--- config.mk ---
export PLATFORM = sky130hd
export DESIGN_NAME = qcycle_seq
export DESIGN_NICKNAME = d
export VERILOG_FILES = /design/src/rtl/qcycle_seq.sv
export SDC_FILE = /design/constraint.sdc
export NUM_CORES = 1
export LEC_CHECK = 0
export BUFFER_PORTS_ARGS = -buffer_cell sky130_fd_sc_hd__buf_2
export CORE_MARGIN = 1
export CORE_UTILIZATION = 35
export DETAILED_ROUTE_END_ITERATION = 7
export GPL_TIMING_DRIVEN = 1
export MAX_ROUTING_LAYER = met4
export SETUP_SLACK_MARGIN = 0.3
export SLEW_MARGIN = 0
export SYNTH_ARGS = -nofsm -noshare
export SYNTH_HDL_FRONTEND = slang
export SYNTH_SLANG_ARGS = --single-unit
--- constraint.sdc ---
create_clock -name clk -period 4.4 [get_ports clk]
set_input_delay 0.22 -clock clk [delete_from_list [all_inputs] [get_ports clk]]
set_output_delay 0.22 -clock clk [all_outputs]
set_load 0.02 [all_outputs]
--- src/rtl/qcycle_seq.sv ---
module qcycle_seq #(
  parameter int AW = 21,
  parameter int DW = 16,
  parameter logic [AW-1:0] RESET_ADDR = '0
) (
  input  logic          clk,
  input  logic          rst_n,
  input  logic [DW-1:0] imem_data,
  output logic [3:0]    q_en,
  output logic          cyc_pulse,
  output logic [AW-1:0] fetch_addr,
  output logic [DW-1:0] ir,
  output logic [AW-1:0] exec_addr,
  output logic          exec_nop
);
  localparam logic [AW-1:0] START = {RESET_ADDR[AW-1:1], 1'b0};
  localparam logic [AW-1:0] STEP  = AW'(2);

  logic [1:0] ph;
  logic       last;

  assign q_en      = 4'b0001 << ph;
  assign cyc_pulse = (ph == 2'd0);
  assign last      = (ph == 2'd3);

  always_ff @(posedge clk or negedge rst_n)
    if (!rst_n) ph <= 2'd0;
    else        ph <= ph + 2'd1;

  always_ff @(posedge clk or negedge rst_n)
    if (!rst_n) begin
      fetch_addr <= START;
      ir         <= '0;
      exec_addr  <= '0;
      exec_nop   <= 1'b1;
    end else if (last) begin
      fetch_addr <= fetch_addr + STEP;
      ir         <= imem_data;
      exec_addr  <= fetch_addr;
      exec_nop   <= 1'b0;
    end
endmodule

# Word level (Yosys, flattened, before mapping)
# Cells that the tools add are included.
[totals]
register_bits = 61
inputBits = 18
output_inout_bits = 64
[classes]
add_sub_neg = 2
n_eq_ne = 1
shifts = 1
n_reduce_logical = 1
[op_table]
columns = ["cell", "count"]
rows = [
  ["$add A21 B2 Y21 const B", 1],
  ["$shl A1 B2 Y4 const A", 1],
  ["$add A2 B1 Y2 const B", 1],
  ["$eq A2 B2 Y1 const B", 1],
  ["$logic_not A2 Y1", 1],
]

# Logic depth before layout (Yosys ltp)
[logic_depth]
depth_word = 1
mapped_depth = 6
mapped_depth_nobuf = 5

# Least setup slack after synthesis
# OpenSTA, ideal clock, no wires.
[synth_path]
kind = "reg2reg"
startpoint = "register ph[0]"
endpoint = "register fetch_addr[13]"
arrival_time_ns = 1.651
required_ns = 4.320
setup_slack_ns = 2.670
path_stages_with_launch = 7
path_buffers = 1
path_cell_list = "dfrtp_1 ha_1 buf_2 nand4_1 or4_4 nor2_2 xor2_1"
[synth_between]
elab_chain_len = 1
[synth_lines]
columns = ["element", "line", "rtl"]
rows = [
  ["start: declaration", "19", "logic [1:0] ph;"],
  ["start signal: assignment", "28", "else ph <= ph + 2'd1;"],
  ["$eq A2 B2 Y1", "24", "assign last = (ph == 2'd3);"],
  ["end signal: assignment", "37", "fetch_addr <= fetch_addr + STEP;"],
  ["end: declaration", "11", "output logic [AW-1:0] fetch_addr,"],
]
# Every way passes these cells.
# A chain may end at the register's enable or synchronous reset.

# Worst setup path in the final report
[layout_path]
startpoint = "register ph[1]"
endpoint = "register fetch_addr[17]"
# Same word-level chain as after synthesis.

==> results.json <==
{
  "diodes": 0,
  "vdd_drop_max_mv": 0.198,
  "synth-edff-count": 0,
  "max_freq_mhz": 423,
  "ys_seq_area_frac": 0.624,
  "async_reset_ff_frac": 1.00,
  "hold_buffers": 0,
  "dp_hpwl_mm": 3.03,
  "grt.total_usage": 0.145,
  "fin_crit_ns": 2.36,
  "clock-sinks": 59,
  "synthesis.area_mm2": 0.00237,
  "reg2reg_depth": 5,
  "slowest_delay_ns": 0.88,
  "dr.pass1.iters": 7,
  "slew_headroom": 0.312,
  "finalSetupViolCount": 0,
  "max-clock-path-buffers": 2,
  "failed_checks": "design-rule violations",
  "grt_antenna_before_repair": 0,
  "wl_per_cell_um": 13.6,
  "most-common-layout-cells": "buf_2 (79), dfrtp_1 (58), mux2_2 (37)",
  "grt_max_degree": 60,
  "first_global_vias": 1571,
  "synth_compound_area_frac": 0,
  "clk_pin_slew_ns": 0.07,
  "viasPerCell": 4.66,
  "arrival_ns": 2.62,
  "crit_path_end": "fetch_addr[17]$_DFFE_PN0P_",
  "post-route-period-util": 0.537,
  "place_area_mm2": 0.00283,
  "placement.io_buffers": 79,
  "layout_commonest_cell": "buf_2",
  "cts_tree": "done",
  "synth-simple-area-share": 0.0771,
  "cts_setup_buffers": 0,
  "cp_slowest_cell": "ha_2",
  "worstSkewPairLatency_ns": 0.32,
  "cp_cell_sequence": "ha_2, nand4_1, or4_4, nor2_2, xor2_1",
  "grt_pass1_wl_mm": 7.56,
  "worstPathMaxFanout": 44,
  "cts.htree.levels": 3,
  "dp_worst_setup_slack_ns": 1.95,
  "slew_viol_final": 0,
  "required_ns": 4.65,
  "ys_warn_count": 0,
  "core_mm2": 0.00646,
  "r2r_end": "fetch_addr[17]$_DFFE_PN0P_",
  "ant_nets": 0,
  "r2r_slack_ns": 2.04,
  "status": "complete, but fails checks",
  "worstMarginPinSlew_ns": 1.03,
  "rr_startpoint": "ph[1]$_DFF_PN0_",
  "drt_iter0_drc": 52,
  "syn_to_final_growth_pct": 26.6,
  "vias": 1537,
  "ioPinCount": 82,
  "gp_congestion": 0.721,
  "start_kind": "flip-flop",
  "drc_errors": 13,
  "holdWs_ns": 0.0439,
  "postSynthCellCount": 164,
  "synth_fa_ha_area_frac": 0.0264,
  "synth-xor-area-share": 0.0703,
  "numCtsBuffers": 9,
  "nNetsFinal": 271,
  "final_area_mm2": 0.00300,
  "clockRootBuffer": "clkbuf_8",
  "hold_path_class": "primary input to async pin",
  "rsz0062_at_grt": "no",
  "rows": 29,
  "p_leak_uw": 0.00155,
  "die_area_mm2": 0.00710,
  "chipWidth_um": 84.3,
  "post_cts_resize_count": 0,
  "start_util": 0.367,
  "critPathKind": "flip-flop to flip-flop",
  "grt_overflow": 0,
  "post_route_cells_drive_above_1_share": 0.545,
  "fin_skew_ns": 0.00496,
  "hold_violations": 0,
  "setup_tns_ns": 0,
  "synth_cell_types": 20,
  "drv_cap": 0,
  "ys_ff_latch": 59,
  "setup_slack_ns": 2.04,
  "wl_mm": 4.49,
  "worstSetupStartpoint": "ph[1]$_DFF_PN0_",
  "synth_top_family_by_area": "multiplexers",
  "synth_flop_cell": "dfrtp_1",
  "power_density_mw_per_mm2": 343,
  "synth_area_per_cell_um2": 14.4,
  "end_kind": "flip-flop",
  "synthMuxAreaShare": 0.176,
  "die_h_um": 84.3
}
==> state kept, by name, summed over array words and instances, names as in the netlist <==
| signal | cells |
|---|---|
| fetch_addr | 20 |
| exec_addr | 20 |
| ph | 2 |
| ir | 16 |
| exec_nop | 1 |
==> kinds of logic (layout without fill, tap and decap cells) <==
logic type,after synthesis,after routing
DFF,59,59
and+or+nand+nor,32,32
xor gates and xnor gates,19,19
adders and majority gates,5,5
buffers and inverters,11,99
other,1,2
muxes,37,37
==> per-stage QoR <==
stage | power [uW] | utilization | std cells
3_3_place_gp | 607 | 0.438 | 314
5_1_grt | 1080 | 0.464 | 330
3_5_place_dp | 608 | 0.438 | 314
6_report | 1030 | 0.464 | 330
4_1_cts | 1050 | 0.464 | 330
2_1_floorplan | 582 | - | 165
==> critical path: cells and delay by family (launching register included) <==
kind          cells  cell delay, ns
flops             1            0.37
fa+ha+maj         1            0.88
simple gates      3            0.88
xor+xnor          1            0.14
==> layer usage <==
layer / global-route usage / up-vias / wire [um]
met3: 0.0541 / 9 / 301
li1: - / 723 / -
met2: 0.200 / 60 / 1970
met4: 0.0752 / 0 / 62
met1: 0.186 / 745 / 2150
met5: - / - / 0
==> layout make-up <==
| cell class | instances | area [um^2] |
|---|---|---|
| clock buffer | 14 | 163 |
| clock inverter | 2 | 10.0 |
| fill | 616 | 3460 |
| inverter | 3 | 11.3 |
| multi-input combinational | 95 | 838 |
| sequential | 59 | 1480 |
| tap | 77 | 96.3 |
| timing repair buffer | 80 | 403 |
==> worst min path at each step <==
stage | start | to | slack (ns) | depth (start not counted)
2_1_floorplan | rst_n | exec_addr[10]$_DFFE_PN0P_ | -0.08 | 0
3_3_place_gp | rst_n | exec_addr[10]$_DFFE_PN0P_ | 0.42 | 2
3_5_place_dp | rst_n | exec_addr[12]$_DFFE_PN0P_ | 0.42 | 2
4_1_cts | rst_n | exec_addr[11]$_DFFE_PN0P_ | 0.06 | 2
5_1_grt | rst_n | exec_addr[11]$_DFFE_PN0P_ | 0.1 | 2
6_report | rst_n | fetch_addr[10]$_DFFE_PN0P_ | 0.04 | 2
==> Yosys cell counts, types with 2 or more instances <==
library cell	instances	area share
dfrtp_1	58	0.61
mux2_2	37	0.18
xnor2_1	12	0.044
nand2_1	7	0.011
nand4_1	7	0.018
xor2_1	7	0.026
buf_2	5	0.011
ha_1	5	0.026
nand3_1	5	0.011
nor2_1	4	0.0063
buf_4	3	0.0095
inv_1	3	0.0048
and3_1	2	0.0053
nor2_2	2	0.0053
nor3_2	2	0.0085
==> where the power goes <==
| group | switching (uW) | internal [uW] | leakage, uW | total [uW] |
|---|---|---|---|---|
| registers | 3.40 | 550 | 0.000754 | 554 |
| clock network | 197 | 234 | 0.0000905 | 431 |
| logic | 27.3 | 16.1 | 0.000705 | 43.4 |
Power figures use the tool's default switching activity.
